===== src/rtl/nic_regs_pkg.sv =====
// Package: shared offsets, field widths and register-set type for the
// network adapter host register file. Assumes a 4-bit, byte-wide offset map.
package nic_regs_pkg;
    localparam int OFS_W  = 4;
    localparam int LO_W   = 6;   // window address field held at offset 0
    localparam int HI_W   = 5;   // window address field held at offset 5
    localparam int ID_N   = 7;   // identification bytes below the checksum
    localparam int FOLD_B = 3;   // offset bit forced on the narrow variant

    typedef logic [OFS_W-1:0] ofs_t;

    localparam ofs_t OFS_MEMSEL = 4'h0;
    localparam ofs_t OFS_IFCFG  = 4'h1;
    localparam ofs_t OFS_IRQREG = 4'h4;
    localparam ofs_t OFS_HIADR  = 4'h5;
    localparam ofs_t OFS_SUM    = 4'hF;

    // Bit positions inside the memory-select and interrupt registers
    localparam int MS_EN_B  = 6;
    localparam int MS_RST_B = 7;
    localparam int IR_EN_B  = 7;

    typedef struct packed {
        logic [7:0] memsel;
        logic [7:0] ifcfg;
        logic [7:0] irqreg;
        logic [7:0] hiadr;
    } regset_t;
endpackage


===== src/rtl/nic_addr_fold.sv =====
// Module: nic_addr_fold
// Applies offset aliasing. On the narrow board variant the selected bit of
// every offset is forced high, so reads and writes both land in the upper half.
// Assumes the strap is static while the bus is in use.
module nic_addr_fold
    import nic_regs_pkg::*;
#(
    parameter int W    = OFS_W,
    parameter int FBIT = FOLD_B
) (
    input  logic         narrow,
    input  logic [W-1:0] ofs_in,
    output logic [W-1:0] ofs_out
);
    localparam logic [W-1:0] FOLD_MASK = W'(1) << FBIT;

    // Force the fold bit when the narrow variant is strapped
    always_comb begin
        ofs_out = narrow ? (ofs_in | FOLD_MASK) : ofs_in;
    end
endmodule


===== src/rtl/nic_id_sum.sv =====
// Module: nic_id_sum
// Selects one identification byte for the upper offsets and forms the
// checksum byte (0xFF minus the low byte of the sum of all ID bytes).
// Assumes the ID bytes occupy offsets 8 .. 8+N-1 and the checksum offset 15.
module nic_id_sum
    import nic_regs_pkg::*;
#(
    parameter int N = ID_N
) (
    input  logic [N*8-1:0] ids,
    input  ofs_t           ofs,
    output logic           hit,
    output logic [7:0]     data
);
    localparam int IDX_W = $clog2(N + 1);

    logic [7:0] part [N+1];
    assign part[0] = 8'h00;

    // Running byte sum, one adder per ID byte
    genvar k;
    generate
        for (k = 0; k < N; k++) begin : g_sum
            assign part[k+1] = part[k] + ids[k*8 +: 8];
        end
    endgenerate

    logic [IDX_W-1:0] idx;
    assign idx = IDX_W'(ofs[2:0]);

    // Decode the upper half: ID byte, checksum, or miss
    always_comb begin
        hit  = 1'b0;
        data = 8'h00;
        if (ofs == OFS_SUM) begin
            hit  = 1'b1;
            data = 8'hFF - part[N];
        end else if (ofs[3] && (int'(idx) < N)) begin
            hit  = 1'b1;
            data = ids[int'(idx)*8 +: 8];
        end
    end
endmodule


===== src/rtl/nic_ctrl_regs.sv =====
// Module: nic_ctrl_regs
// Holds the four writable registers and issues the soft-reset pulse.
// The first reset after power-up loads the defaults. Each later reset clears
// only the enable and reset-request bits of the memory-select register.
// Assumes the offset input has already been folded.
module nic_ctrl_regs
    import nic_regs_pkg::*;
#(
    parameter int          WIN_LO   = 13,
    parameter logic [31:0] DEF_BASE = 32'h000D_0000
) (
    input  logic       clk,
    input  logic       rst_n,
    input  logic       slot16,
    input  logic       we,
    input  ofs_t       ofs,
    input  logic [7:0] wdata,
    output regset_t    regs,
    output logic       soft_rst
);
    localparam logic [LO_W-1:0] DEF_LO = DEF_BASE[WIN_LO +: LO_W];
    localparam logic [HI_W-1:0] DEF_HI = DEF_BASE[WIN_LO+LO_W +: HI_W];

    regset_t regs_q;
    logic    cold_q = 1'b1;
    logic    soft_q;

    // Register update: cold defaults, warm clear, or host write
    always_ff @(posedge clk) begin
        if (!rst_n) begin
            if (cold_q) begin
                regs_q.memsel <= {2'b00, DEF_LO};
                regs_q.hiadr  <= {{(8-HI_W){1'b0}}, DEF_HI};
                regs_q.irqreg <= 8'h80;
                regs_q.ifcfg  <= {7'b0, slot16};
                cold_q        <= 1'b0;
            end else begin
                regs_q.memsel[MS_RST_B:MS_EN_B] <= 2'b00;
            end
        end else if (we) begin
            case (ofs)
                OFS_MEMSEL: regs_q.memsel <= wdata;
                OFS_IFCFG:  regs_q.ifcfg  <= {wdata[7:1], wdata[0] & slot16};
                OFS_IRQREG: regs_q.irqreg <= {regs_q.irqreg[7:5], wdata[4:0]};
                OFS_HIADR:  regs_q.hiadr  <= wdata;
                default:    ;
            endcase
        end
    end

    // Soft-reset pulse on a 0-to-1 write of the reset-request bit
    always_ff @(posedge clk) begin
        if (!rst_n) begin
            soft_q <= 1'b0;
        end else begin
            soft_q <= we && (ofs == OFS_MEMSEL) && wdata[MS_RST_B]
                      && !regs_q.memsel[MS_RST_B];
        end
    end

    assign regs     = regs_q;
    assign soft_rst = soft_q;

    // the pulse never lasts two cycles
    p_pulse_one_r3: assert property (@(posedge clk) disable iff (!rst_n)
        soft_q |=> !soft_q);

    // a pulse is always caused by a write of bit 7 to offset 0
    p_pulse_cause_r3: assert property (@(posedge clk) disable iff (!rst_n)
        soft_q |-> ($past(we) && ($past(ofs) == OFS_MEMSEL) && $past(wdata[MS_RST_B])));

    // writes never disturb the upper interrupt-register bits
    p_irq_upper_r4: assert property (@(posedge clk) disable iff (!rst_n)
        we |=> $stable(regs_q.irqreg[7:5]));
endmodule


===== src/rtl/nic_host_regs.sv =====
// Module: nic_host_regs (top)
// Host-facing register file of a network adapter. It folds the offset, holds
// the control registers, muxes read data, builds the shared-RAM window base
// and gates the controller interrupt. Read data is combinational.
// Assumes the straps are static during operation.
module nic_host_regs
    import nic_regs_pkg::*;
#(
    parameter int          WIN_LO   = 13,
    parameter logic [31:0] DEF_BASE = 32'h000D_0000,
    localparam int         ADDR_W   = WIN_LO + LO_W + HI_W
) (
    input  logic              clk,
    input  logic              rst_n,
    input  logic              narrow_board,
    input  logic              slot16,
    input  logic [ID_N*8-1:0] id_bytes,
    input  logic [OFS_W-1:0]  reg_ofs,
    input  logic              reg_wr,
    input  logic [7:0]        reg_wdata,
    output logic [7:0]        reg_rdata,
    input  logic              ctrl_irq,
    output logic              irq_out,
    output logic [ADDR_W-1:0] win_base,
    output logic              win_en,
    output logic              soft_rst
);
    ofs_t       ofs_f;
    regset_t    regs;
    logic       id_hit;
    logic [7:0] id_data;

    nic_addr_fold #(.W(OFS_W), .FBIT(FOLD_B)) i_fold (
        .narrow (narrow_board),
        .ofs_in (reg_ofs),
        .ofs_out(ofs_f)
    );

    nic_ctrl_regs #(.WIN_LO(WIN_LO), .DEF_BASE(DEF_BASE)) i_ctrl (
        .clk     (clk),
        .rst_n   (rst_n),
        .slot16  (slot16),
        .we      (reg_wr),
        .ofs     (ofs_f),
        .wdata   (reg_wdata),
        .regs    (regs),
        .soft_rst(soft_rst)
    );

    nic_id_sum #(.N(ID_N)) i_id (
        .ids (id_bytes),
        .ofs (ofs_f),
        .hit (id_hit),
        .data(id_data)
    );

    // Read-data mux over the folded offset
    always_comb begin
        case (ofs_f)
            OFS_MEMSEL: reg_rdata = regs.memsel;
            OFS_IFCFG:  reg_rdata = regs.ifcfg;
            OFS_IRQREG: reg_rdata = regs.irqreg;
            OFS_HIADR:  reg_rdata = regs.hiadr;
            default:    reg_rdata = id_hit ? id_data : 8'h00;
        endcase
    end

    // Window base from both address fields, enable from memory-select bit 6
    assign win_base = {regs.hiadr[HI_W-1:0], regs.memsel[LO_W-1:0], {WIN_LO{1'b0}}};
    assign win_en   = regs.memsel[MS_EN_B];

    // Interrupt gate
    assign irq_out  = ctrl_irq & regs.irqreg[IR_EN_B];

    // a write to offset 0 sets the enable on the next cycle
    p_win_en_r1: assert property (@(posedge clk) disable iff (!rst_n)
        (reg_wr && !narrow_board && reg_ofs == OFS_MEMSEL) |=> (win_en == $past(reg_wdata[6])));

    // a write to offset 5 sets the high window bits
    p_hi_field_r2: assert property (@(posedge clk) disable iff (!rst_n)
        (reg_wr && !narrow_board && reg_ofs == OFS_HIADR)
        |=> (win_base[ADDR_W-1 -: HI_W] == $past(reg_wdata[HI_W-1:0])));

    // on the narrow variant writes never move the window or pulse reset
    p_narrow_quiet_r6: assert property (@(posedge clk) disable iff (!rst_n)
        (reg_wr && narrow_board) |=> ($stable(win_base) && $stable(win_en) && !soft_rst));
endmodule


===== config.mk =====
export PLATFORM = sky130hd
export DESIGN_NAME = nic_host_regs
export DESIGN_NICKNAME = d
export VERILOG_FILES = /design/src/rtl/nic_regs_pkg.sv /design/src/rtl/nic_addr_fold.sv /design/src/rtl/nic_id_sum.sv /design/src/rtl/nic_ctrl_regs.sv /design/src/rtl/nic_host_regs.sv
export SDC_FILE = /design/constraint.sdc
export NUM_CORES = 1
export LEC_CHECK = 0
export CORE_ASPECT_RATIO = 1.75
export CORE_MARGIN = 1
export CORE_UTILIZATION = 43
export DETAILED_ROUTE_END_ITERATION = 12
export GPL_TIMING_DRIVEN = 1
export PLACE_DENSITY = 0.84
export SLEW_MARGIN = 20
export SYNTH_ARGS = -nofsm -noshare
export SYNTH_HDL_FRONTEND = slang
export SYNTH_SLANG_ARGS = --single-unit

===== constraint.sdc =====
create_clock -name clk -period 5.3 [get_ports clk]
set_input_delay 1.06 -clock clk [delete_from_list [all_inputs] [get_ports clk]]
set_output_delay 1.06 -clock clk [all_outputs]
set_load 0.005 [all_outputs]

# ---- Word level (Yosys, flattened, before mapping)
# Index checks and enable logic that the tools add are counted.
dict set report totals {
  reg_bits 30
  output_inout_bits 35
  word_cells 49
}
dict set report op_classes {
  add_sub_neg 7
  magnitude_cmp 1
  n_eq_ne 9
  shift 1
  n_mux 13
  bitwise 1
  n_reduce_logical 11
}
# cell n
set ops {}
lappend ops {{$mux W30} 2}
lappend ops {{$shiftx A56 B7 Y8} 1}
lappend ops {{$add A8 B8 Y8} 6}
lappend ops {{$mux W8} 5}
lappend ops {{$pmux W8 S4} 1}
lappend ops {{$reduce_and A3 Y1} 4}
lappend ops {{$ne A2 B1 Y1 const B} 5}
lappend ops {{$eq A4 B3 Y1 const B} 2}
lappend ops {{$sub A8 B8 Y8 const A} 1}
lappend ops {{$mux W6} 1}
lappend ops {{$mux W5} 1}
lappend ops {{$eq A4 B1 Y1 const B} 1}
lappend ops {{$eq A4 B4 Y1 const B} 1}
lappend ops {{$logic_and A1 B1 Y1} 4}
lappend ops {{$logic_not A4 Y1} 1}
lappend ops {{$mux W4} 1}
lappend ops {{$lt A3 B3 Y1 const B} 1}
lappend ops {{$mux W1} 2}
lappend ops {{$reduce_and A2 Y1} 1}
lappend ops {{$and A1 B1 Y1} 1}
lappend ops {{$logic_not A1 Y1} 1}

# ---- Longest topological paths before layout
# Gate-level depths: netlist (run 1).
dict set report logic_depth {
  word_depth 10
  depth_mapped 15
}

# ---- Modules after synthesis
# From an unflattened synthesis (run 1), not the netlist that was laid out.
dict set report hier_totals {
  hier_cells 315
  area_unflattened_um2 3315.7
}
# module instances cells_each area_each_um2 seq_area_each_um2
set by_module_without_submodules {}
lappend by_module_without_submodules {nic_id_sum 1 204 1801.7 0.0}
lappend by_module_without_submodules {nic_ctrl_regs 1 51 1023.5 870.8}
lappend by_module_without_submodules {nic_host_regs 1 56 461.7 0.0}
lappend by_module_without_submodules {nic_addr_fold 1 4 28.8 0.0}

# ---- Worst setup path after synthesis (run 1)
# OpenSTA, ideal clock, no wires.
dict set report synth_path {
  path_type {input to output}
  start {input port id_bytes[25]}
  end {output port reg_rdata[4]}
  t_arrival_ns 4.369
  setup_slack_ns -0.129
  stages 15
  n_path_buf 0
  path_cell_list {fa_1 -> inv_1 -> fa_1 -> inv_1 -> fa_1 -> inv_1 -> fa_1 -> inv_1 -> fa_1 -> nor2b_1 -> o21ai_1 -> nand2b_1 -> xor2_1 -> o221ai_1 -> o21ai_1}
}
dict set report synth_between {
  elab_chain_len 8
}
# item line_no
set synth_lines {}
lappend synth_lines {{start: declaration} nic_host_regs.sv:17} ;# input logic [ID_N*8-1:0] id_bytes,
lappend synth_lines {{$add A8 B8 Y8 (4 in a row)} nic_id_sum.sv:24} ;# assign part[k+1] = part[k] + ids[k*8 +: 8];
lappend synth_lines {{$sub A8 B8 Y8} nic_id_sum.sv:37} ;# data = 8'hFF - part[N];
lappend synth_lines {{$mux W8} nic_id_sum.sv:35} ;# if (ofs == OFS_SUM) begin
lappend synth_lines {{$mux W8} nic_host_regs.sv:64} ;# default: reg_rdata = id_hit ? id_data : 8'h00;
lappend synth_lines {{$pmux W8 S4} nic_host_regs.sv:59} ;# case (ofs_f)
lappend synth_lines {{end: declaration} nic_host_regs.sv:21} ;# output logic [7:0] reg_rdata,
# No other way between the ends.

# ---- Worst setup path after layout (run 1)
dict set report layout_path {
  start {input port id_bytes[25]}
  end {output port reg_rdata[5]}
}
# The elaborated chain is that of the path after synthesis.

==> run metrics, run 1 <==
crit-path max FO 2; GRT Residual Overflow 0; Post-synth EDFFs 27; Clk pin slew, worst setup/hold paths 0.05 ns; M1 GR Usage 22.05%; die height 118.9 µm; Via density 5.154; most frequent cell after synthesis inv_1; Core Area 7567 µm²; IO buf count 93; Async SR Flop Fraction 0%; critical path arrival 4.73 ns; worst hold path class flip-flop to flip-flop; Routed Antenna Nets 0; routed wire length 8178 µm; highest clock rate 172.6 MHz; first-pass GRT wire length 12810 µm; antenna cells 0; worst endpoint required time 4.24 ns; Final #Nets 526; Num CTS Buffers 5; root buffer cell clkbuf_16; top cells by area, synth edfxtp_1, fa_1, mux4_2, inv_1, buf_4; I/O Pins 109; slew margin rel. 34.04%; final hold vios 0; num rows 42; Leak 0.001990 µW; average cell area after synthesis 10.76 µm²; Synth top area share 24.16%; Area Growth Syn to Fin 36.32%; placed insts 485; vias in the first global route 2780; max-slew violations 0; pin count of the biggest net entering global routing 38; clk_skew 0.0002309 ns; Worst-Margin Slew 0.9894 ns; Total GRT Usage 21.55%; failing checks setup timing; critical setup path kind input pin to output pin; Detailed Place HPWL 6495 µm; final setup fails 7; Iter 0 DRT Violations 115; post-synthesis sequential area ratio 25.95%; detailed-router iteration count before antenna repair 4; CTS tree built; met2 Use GR 40.07%; min cycle time layout 5.793 ns; via count 2572; CTS Hold Bufs 0; Primary FF master, synth edfxtp_1; die width 68.78 µm; Yosys cell types 48; Worst VDD drop 0.2908 mV; flop and latch count out of synthesis 30; Final Cycle Share 109.3%; startpoint types input pin; Mapped Cells 312; GPL Wtd Cong 0.8146; Commonest cells post-synth inv_1, fa_1, buf_4, edfxtp_1, mux4_2; initial core utilization 44.35%; number of max-cap violations 0; die area 8175 µm²; Place WS -1.290 ns; share of cells above drive strength 1 27.01%; grt peak-use layer met2; Setup crit end kind output pin; Worst-Skew Late Latency 0.27 ns; met3 Use GR 2.874%; Cell Pwr Density 386.2 nW/µm²; synth warn 0; Syn Std Cell Area 3356 µm²; H-tree levels 2; Residual DRC 0; wire length per cell 16.39 µm; post-synth top area cell edfxtp_1; final setup margin -0.4933 ns; initial antenna violation count 0; status complete, but fails checks; fin cells 499; CTS Sinks 30; RSZ-0062 raised after global routing true; Max clock buf depth 2
kinds of logic (layout without fill, tap and decap cells):
kind of cell	Yosys count	after routing	share of synthesized area (%)
buf+inv	103	189	15.70
simple gates	48	48	8.278
fa+ha+maj	42	42	22.82
compound gates	41	41	8.426
mux	30	30	14.28
flops	30	30	25.95
xor+xnor	17	17	4.437
other cells	1	14	0.1117
timing repair:
item | 4_1_cts | 5_1_grt
pin swaps | 41 | 27
gates resized for setup | 100 | 23
setup buffers | 5 | 1
cloned | 0 | 0
endpoints found under the setup margin | 8 | 8
final cells by class:
| cell class | count | area [µm²] |
|---|---|---|
| fill | 651 | 2993 |
| multi-input combinational | 192 | 2181 |
| timing repair buffer | 112 | 1016 |
| sequential | 30 | 870.8 |
| inverter | 69 | 259.0 |
| clock buffer | 6 | 128.9 |
| tap | 88 | 110.1 |
| clock inverter | 2 | 8.758 |
final timing paths:
check | startpoint | endpoint | slack, ns | cells after the start
setup / recovery | id_bytes[25] | reg_rdata[5] | -0.49 | 17
hold / removal | i_ctrl.regs[30]$_SDFFE_PN0P_ | i_ctrl.regs[30]$_SDFFE_PN0P_ | 0.55 | 2
setup reg to reg | i_ctrl.regs[31]$_SDFFE_PN0P_ | i_ctrl.soft_rst$_SDFF_PN0_ | 4.65 | 1
hold reg to reg | i_ctrl.regs[30]$_SDFFE_PN0P_ | i_ctrl.regs[30]$_SDFFE_PN0P_ | 0.55 | 2
cells in the final DEF (no fill, tap or decap), types with 3 or more instances in the layout:
cell type | synthesis | final
clkdlybuf4s50_1 | 0 | 53
inv_1 | 68 | 52
edfxtp_1 | 27 | 27
fa_1 | 32 | 24
dlygate4sd2_1 | 0 | 22
buf_4 | 28 | 18
inv_2 | 1 | 17
mux4_2 | 14 | 14
conb_1 | 1 | 14
mux2i_1 | 13 | 13
xnor2_1 | 13 | 11
nor2_1 | 10 | 9
nand2_1 | 10 | 9
buf_2 | 3 | 9
fa_2 | 0 | 8
o21ai_1 | 8 | 7
a21oi_2 | 1 | 6
nor2b_1 | 5 | 5
a21oi_1 | 11 | 5
ha_4 | 0 | 5
ha_1 | 10 | 5
clkbuf_16 | 0 | 5
xor2_1 | 4 | 4
nand2b_1 | 4 | 3
mux2_2 | 3 | 3
and3_1 | 3 | 3
nand3_1 | 3 | 3
o21ai_0 | 4 | 3
dfxtp_1 | 3 | 3
dlymetal6s2s_1 | 0 | 3
clkdlybuf4s15_1 | 0 | 3
buf_6 | 2 | 3
registers in the layout, summed over array words and instances, names as in the netlist:
signal,count
i_ctrl.regs,29
i_ctrl.soft_rst,1
per-layer routing:
layer	routed length [µm]	vias to the layer above
met4	310	0
met3	348	24
met2	4765	90
met1	2755	1267
li1	-	1191
met5	0	-
report_power, final:
part / switching [µW] / total, µW / internal [µW] / leakage (µW)
clock: 88.7 / 259 / 171 / 0.0000683
sequential: 0.551 / 260 / 260 / 0.000266
combinational: 593 / 1250 / 654 / 0.00166
worst max-delay path: stages:
cell and delay (ns):
buf_6 0.10, fa_1 0.54, inv_2 0.04, fa_1 0.48
inv_2 0.04, fa_1 0.51, inv_2 0.04, fa_1 0.46
ha_1 0.29, o21a_1 0.13, o21ai_2 0.06, nand2b_1 0.14
buf_6 0.13, a31oi_4 0.06, or3_1 0.31, a32oi_1 0.20
buf_2 0.15
per-stage QoR:
stage / util [%] / hold slack [ns] / TNS [ns] / power (µW) / instance area (µm²)
after floorplan: - / 0.5012 / -0.2107 / 857.3 / 3411
after global placement: 56.51 / 0.5333 / -7.975 / 1151 / 4277
after detailed placement: 56.51 / 0.5412 / -8.551 / 1178 / 4277
after CTS: 59.69 / 0.5587 / -3.000 / 1693 / 4517
after global routing: 60.45 / 0.5756 / -3.543 / 1889 / 4574
final: 60.45 / 0.5545 / -2.472 / 1767 / 4574
Note: power is estimated with default switching activity, not from simulation.
==> run 2, diff against run 1 <==
--- a/config.mk
+++ b/config.mk
@@ -10,8 +10,9 @@
 export CORE_UTILIZATION = 43
 export DETAILED_ROUTE_END_ITERATION = 12
 export GPL_TIMING_DRIVEN = 1
-export PLACE_DENSITY = 0.84
+export PLACE_DENSITY = 0.85
 export SLEW_MARGIN = 20
 export SYNTH_ARGS = -nofsm -noshare
 export SYNTH_HDL_FRONTEND = slang
+export SYNTH_HIERARCHICAL = 1
 export SYNTH_SLANG_ARGS = --single-unit
==> run 2 against run 1 <==
Effect of this change:
- the run still ends with setup timing left
- via count rose by 5.8%
- utilization rose by 1.3 points
- die area fell by 1.2%
- non-clock buffer count rose by 11
- sequential share of layout area fell by 0.27 points
- synthesized area fell by 1.2%
- hold slack got worse by 0.056 ns
- wire length fell by 0.99%
- fmax fell by 4.0%
- combinational power barely moved
- highest routed layer unchanged
==> run metrics, run 2 <==
Max clock buf depth 2 (unchanged); startpoint types input pin; max-slew violations 0 (unchanged); average cell area after synthesis 10.53 µm² (-2.1%); worst hold path class flip-flop to flip-flop; clk_skew 0.00003450 ns (-0.0001964 ns); wire length per cell 15.72 µm (-4.1%); Cell Pwr Density 397.9 nW/µm² (+3.0%); root buffer cell clkbuf_16; Detailed Place HPWL 6506 µm (+0.16%); Clk pin slew, worst setup/hold paths 0.05 ns (about the same); commonest non-fill, non-tap cell in the layout inv_1; Num CTS Buffers 5 (unchanged); final core occ 61.75% (+1.3 points); Primary FF master, synth edfxtp_1; post-synth top area cell edfxtp_1; H-tree levels 2 (unchanged); most used cells in the layout excluding fill and tap cells inv_1, clkdlybuf4s50_1, mux2i_1; Commonest cells post-synth inv_1, fa_1, mux2i_1, edfxtp_1, buf_4; final setup fails 7 (unchanged); critical path arrival 4.98 ns (+0.25 ns); Filler Cell Count 635 (-2.5%); placed insts 496 (+2.3%); Worst VDD drop 0.2344 mV (-19%); Iter 0 DRT Violations 119 (+3.5%); synth warn 6 (+6); die height 118.2 µm (-0.58%); GPL Wtd Cong 0.8948 (+9.8%); share of cells above drive strength 1 22.48% (-4.5 points); detailed-router iteration count before antenna repair 4 (unchanged); min cycle time layout 6.037 ns (+0.2434 ns); Leak 0.002036 µW (+2.3%); crit-path max FO 2 (unchanged); via count 2721 (+5.8%); highest clock rate 165.7 MHz (-4.0%); Min Hold Slack 0.4989 ns (-0.05560 ns); Yosys cell types 43 (-10%); die width 68.38 µm (-0.58%); Residual DRC 0 (unchanged); die area 8080 µm² (-1.2%); area post-placement 4339 µm² (+1.5%); post-route cell area 4641 µm² (+1.4%); worst endpoint required time 4.24 ns (about the same); GRT Residual Overflow 0 (unchanged); number of max-cap violations 0 (unchanged); initial antenna violation count 0 (unchanged); final setup margin -0.7367 ns (-0.2434 ns); Final #Nets 542 (+3.0%); CTS Sinks 30 (unchanged); Setup crit end kind output pin; Synth top area share 24.45% (+0.29 points); Core Area 7515 µm² (-0.69%); CTS Hold Bufs 0 (unchanged); pin count of the biggest net entering global routing 23 (-39%); flop and latch count out of synthesis 30 (unchanged); num rows 42 (unchanged); Area Growth Syn to Fin 39.96%; Mapped Cells 315 (+0.96%); critical setup path kind input pin to output pin; fin cells 515 (+3.2%); vias in the first global route 2919 (+5.0%); CTS tree built; failing checks setup timing; Routed Antenna Nets 0 (unchanged); post-synthesis sequential area ratio 26.26% (+0.31 points); Worst-Skew Late Latency 0.27 ns (about the same); antenna cells 0 (unchanged); Post-synth EDFFs 27 (unchanged); first-pass GRT wire length 13170 µm (+2.7%); Place WS -1.503 ns (-0.2134 ns); Worst-Margin Slew 0.7584 ns (-0.2310 ns); Async SR Flop Fraction 0% (unchanged); I/O Pins 109 (unchanged); status complete, but fails checks; RSZ-0062 raised after global routing true; slew margin rel. 49.25% (+15 points); Syn Std Cell Area 3316 µm² (-1.2%); routed wire length 8097 µm (-0.99%); initial core utilization 44.12% (-0.22 points); IO buf count 94 (+1.1%); final hold vios 0 (unchanged); max FFs per register 29 (unchanged); most frequent cell after synthesis inv_1; Final Cycle Share 113.9% (+4.6 points); Total GRT Usage 21.85% (+0.30 points); top cells by area, synth edfxtp_1, fa_1, mux2i_1, inv_1, mux4_2; Via density 5.283 (+2.5%)
==> run 2: cell count changes in the layout (fill, tap and decap cells not counted), sizes merged, moves of 9 or more <==
cell,previous run,this run
buf,30,42
mux2i,13,29
nor2,12,3
o211ai,4,14
==> run 2: report_power, final <==
part | switching (µW) | total [µW] | internal [µW]
Clock | 94.8 | 316 | 221
Combinational | 559 | 1270 | 711
Sequential | 0.598 | 260 | 259
==> run 2: repair_timing <==
action | in CTS | in global routing
pin swaps | 46 | 37
buffers inserted | 6 | 5
resized for setup | 110 | 29
endpoints found under the setup margin | 8 | 8
==> run 2: cell type report <==
cell class / instances / area (µm²) / area share, %
repair buffers: 123 / 1082 / 23.32
flip-flops and latches: 30 / 870.8 / 18.77
well taps: 88 / 110.1 / 2.373
multi-input cells: 203 / 2175 / 46.86
inverters: 63 / 236.5 / 5.096
clock buffers: 6 / 128.9 / 2.777
clock inverters: 2 / 37.54 / 0.8088
==> run 2: final timing paths <==
check / start / end / slack [ns] / cells past startpoint
hold / removal: i_ctrl/regs[31]$_SDFFE_PN0P_ / i_ctrl/regs[31]$_SDFFE_PN0P_ / 0.50 / 2
setup / recovery: id_bytes[41] / reg_rdata[6] / -0.74 / 20
hold reg to reg: i_ctrl/regs[31]$_SDFFE_PN0P_ / i_ctrl/regs[31]$_SDFFE_PN0P_ / 0.50 / 2
setup reg to reg: i_ctrl/regs[30]$_SDFFE_PN0P_ / i_ctrl/regs[30]$_SDFFE_PN0P_ / 4.67 / 2
==> run 2: metal layers <==
| layer | global-route usage [%] | vias up | part of all wire [%] | wire [µm] |
|---|---|---|---|---|
| met5 | 0 | - | 0 | 0 |
| met4 | 10.29 | 0 | 3.1 | 250 |
| met3 | 2.896 | 19 | 3.6 | 293 |
| met2 | 41.24 | 108 | 60 | 4862 |
| met1 | 21.75 | 1340 | 33 | 2690 |
| li1 | - | 1254 | - | - |
==> run 2: critical path, stage by stage <==
cell and delay [ns]:
buf_6 0.10, fa_1 0.53, inv_1 0.05, fa_1 0.47
inv_1 0.05, fa_1 0.49, inv_2 0.04, fa_2 0.54
inv_2 0.04, fa_2 0.36, nor2b_4 0.14, o21ai_4 0.07
a21boi_2 0.14, o21a_1 0.16, buf_4 0.10, o21a_1 0.12
o32ai_2 0.08, o211ai_1 0.12, o221ai_1 0.14, buf_2 0.17
==> run 2: cells by family after synthesis <==
family | Yosys count | synth area share, %
xor+xnor | 18 | 4.755
fa+ha+maj | 42 | 23.09
mux | 37 | 14.19
simple gates | 43 | 7.547
other cells | 2 | 0.2265
flops | 30 | 26.26
compound gates | 47 | 9.887
buf+inv | 96 | 14.04
==> run 2: per-stage QoR <==
step,total power (µW),TNS (ns)
6_report,1846,-3.835
5_1_grt,1976,-4.751
4_1_cts,1675,-3.960
3_5_place_dp,1168,-8.834
3_3_place_gp,1130,-8.285
2_1_floorplan,867.9,-0.4927
==> run 3, diff against run 2 <==
--- a/config.mk
+++ b/config.mk
@@ -6,7 +6,6 @@
 export NUM_CORES = 1
 export LEC_CHECK = 0
 export CORE_ASPECT_RATIO = 1.75
-export CORE_MARGIN = 1
 export CORE_UTILIZATION = 43
 export DETAILED_ROUTE_END_ITERATION = 12
 export GPL_TIMING_DRIVEN = 1
==> constraint.sdc (replaced) <==
create_clock -name clk -period 5.3 [get_ports clk]
set_input_delay 1.06 -clock clk [delete_from_list [all_inputs] [get_ports clk]]
set_output_delay 1.06 -clock clk [all_outputs]
set_load 0.02 [all_outputs]
==> run 3 against run 2 <==
Effect of this change:
- first-iteration DRC count rose by 13%
- combinational power fell by 8%
- flip-flop and latch count did not move
- largest cell class unchanged
- highest routed layer unchanged
- non-clock buffer count fell by 7
- clock power barely moved
- the flow still finishes with violations (setup timing)
==> run metrics, run 3 (synthesized netlist as in run 2, its figures left out) <==
status complete, but fails checks; failing checks setup timing; most frequent CP cell fa_1; IO buf count 94 (unchanged); CTS Sinks 30 (unchanged); Final Cycle Share 112.9% (-0.99 points); pin count of the biggest net entering global routing 24 (+4.3%); H-tree levels 2 (unchanged); vias in the first global route 2964 (+1.5%); Residual DRC 0 (unchanged); Worst-Skew Late Latency 0.28 ns (about the same); register area 870.8 µm² (unchanged); clk_skew 0.001763 ns (+0.001729 ns); crit-path max FO 2 (unchanged); Num CTS Buffers 5 (unchanged); via count 2720 (-0.037%); slowest cell on the critical path fa_1; wire length per cell 15.75 µm (+0.15%); highest clock rate 167.1 MHz (+0.88%); CTS tree built; Setup crit end kind output pin; HP Start i_ctrl/regs[31]$_SDFFE_PN0P_; most used cells in the layout excluding fill and tap cells clkdlybuf4s50_1, inv_1, mux2i_1; routed wire length 7999 µm (-1.2%); Total GRT Usage 21.61% (-0.24 points); initial antenna violation count 0 (unchanged); Power Internal 1109 µW (-6.9%); num rows 42 (unchanged); Net Sw Frac 36.55% (+1.1 points); critical path arrival 4.92 ns (-0.06 ns); overall power 1748 µW (-5.3%); critical path's largest stage delay 0.53 ns (about the same); Routed Antenna Nets 0 (unchanged); Clk pin slew, worst setup/hold paths 0.05 ns (about the same); GPL Wtd Cong 0.8740 (-2.3%); r2r setup slk 4.68 ns (about the same); Final TNS setup -3.298 ns (+0.5369 ns); die width 68.38 µm (unchanged); number of max-cap violations 0 (unchanged); min cycle time layout 5.984 ns (-0.05264 ns); I/O Pins 109 (unchanged); Cell Pwr Density 383.5 nW/µm² (-3.6%); Via density 5.354 (+1.3%); Iter 0 DRT Violations 134 (+13%); startpoint types input pin; sw power 639.0 µW (-2.4%); die height 118.2 µm (unchanged); Detailed Place HPWL 6539 µm (+0.50%); Buf+Inv Stages, Crit Path 6 (-1); Worst-Margin Slew 0.7763 ns (+0.01791 ns); Area Growth Syn to Fin 37.47%; clock share of power 18.0% (+0.9 points); antenna cells 0 (unchanged); Reg power frac 14.9% (+0.8 points); initial core utilization 44.12% (unchanged); root buffer cell clkbuf_16; share of cells above drive strength 1 29.52% (+7.0 points); CTS Hold Bufs 0 (unchanged); die area 8080 µm² (unchanged); Worst R2R Start i_ctrl/regs[31]$_SDFFE_PN0P_; Leak 0.001967 µW (-3.4%); largest delay contributor family on the critical path adder cells; Register-to-Register Path Depth 1 (-1); critical setup path kind input pin to output pin; hold endpoint i_ctrl/regs[31]$_SDFFE_PN0P_; Comb power frac 67.1% (-1.7 points); Filler Cell Count 625 (-1.6%); final setup margin -0.6840 ns (+0.05264 ns); RSZ-0062 raised after global routing true; GRT Residual Overflow 0 (unchanged); multi-input logic area 2180 µm² (+0.23%); final hold vios 0 (unchanged); worst hold path class flip-flop to flip-flop; Max clock buf depth 2 (unchanged); worst reg2reg path endpoint i_ctrl/soft_rst$_SDFF_PN0_; Final #Nets 535 (-1.3%); first-pass GRT wire length 13080 µm (-0.63%); commonest non-fill, non-tap cell in the layout clkdlybuf4s50_1; final setup fails 7 (unchanged); slew margin rel. 48.06% (-1.2 points); WHS Path Cells 2 (unchanged); worst endpoint required time 4.24 ns (about the same); Cell Chain, Critical Path buf_8 > fa_1 > inv_1 > fa_1 > inv_2 > fa_1 > inv_1 > fa_1 > inv_2 > fa_2 > nor2b_2 > o21ai_2 > a21boi_2 > o21a_1 > nor3_1 > o32ai_2 > o211ai_1 > o221ai_2 > buf_4; detailed-router iteration count before antenna repair 4 (unchanged); Worst VDD drop 0.1733 mV (-26%); Core Area 7515 µm² (unchanged); max FFs per register 29 (unchanged); max-slew violations 0 (unchanged)
-- run 3: layout make-up --
| type | instances | share of cell area, % |
|---|---|---|
| multi-input combinational | 203 | 47.82 |
| timing repair buffer | 116 | 21.85 |
| sequential | 30 | 19.11 |
| inverter | 63 | 5.188 |
| clock buffer | 5 | 2.745 |
| tap | 88 | 2.416 |
| clock inverter | 3 | 0.8784 |
-- run 3: worst max-delay path by stage --
stage,startpoint,endpoint,slack (ns),cells after the start
CTS,id_bytes[41],reg_rdata[6],-0.74,19
finish,id_bytes[41],reg_rdata[6],-0.68,19
floorplan,id_bytes[25],reg_rdata[6],-0.34,17
global placement,id_bytes[25],reg_rdata[6],-1.54,19
global route,id_bytes[41],reg_rdata[6],-0.82,19
detailed placement,id_bytes[25],reg_rdata[6],-1.60,19
-- run 3: power groups by stage --
| stage | Clock [µW] | Combinational, µW | Sequential (µW) |
|---|---|---|---|
| after floorplan | 0 | 649 | 265 |
| after global placement | 0 | 910 | 265 |
| after detailed placement | 0 | 938 | 265 |
| after CTS | 318 | 1100 | 260 |
| after global routing | 327 | 1280 | 260 |
| final | 315 | 1170 | 260 |
-- run 3: metrics by stage --
stage	instance area, µm²	instances	utilization, %	hold WS, ns	worst slack (ns)
3_3_place_gp	4377	496	58.24	0.4586	-1.542
5_1_grt	4558	508	60.66	0.5059	-0.8210
2_1_floorplan	3425	329	-	0.4428	-0.3408
6_report	4558	508	60.66	0.4842	-0.6840
3_5_place_dp	4377	496	58.24	0.4801	-1.596
4_1_cts	4518	507	60.12	0.4892	-0.7353
-- run 3: repair_timing --
action	in CTS	in global routing
buffers inserted	3	1
pin swaps	47	37
resized for setup	185	21
setup endpoints to repair	8	7
-- run 3: layer usage --
metal,global-route usage (%),vias up,share of wire [%],wire length [µm]
li1,-,1247,-,-
met1,20.19,1328,33,2607
met2,42.95,114,60,4823
met3,2.027,31,3.2,254
met4,9.375,0,3.9,314
met5,0,-,0,0
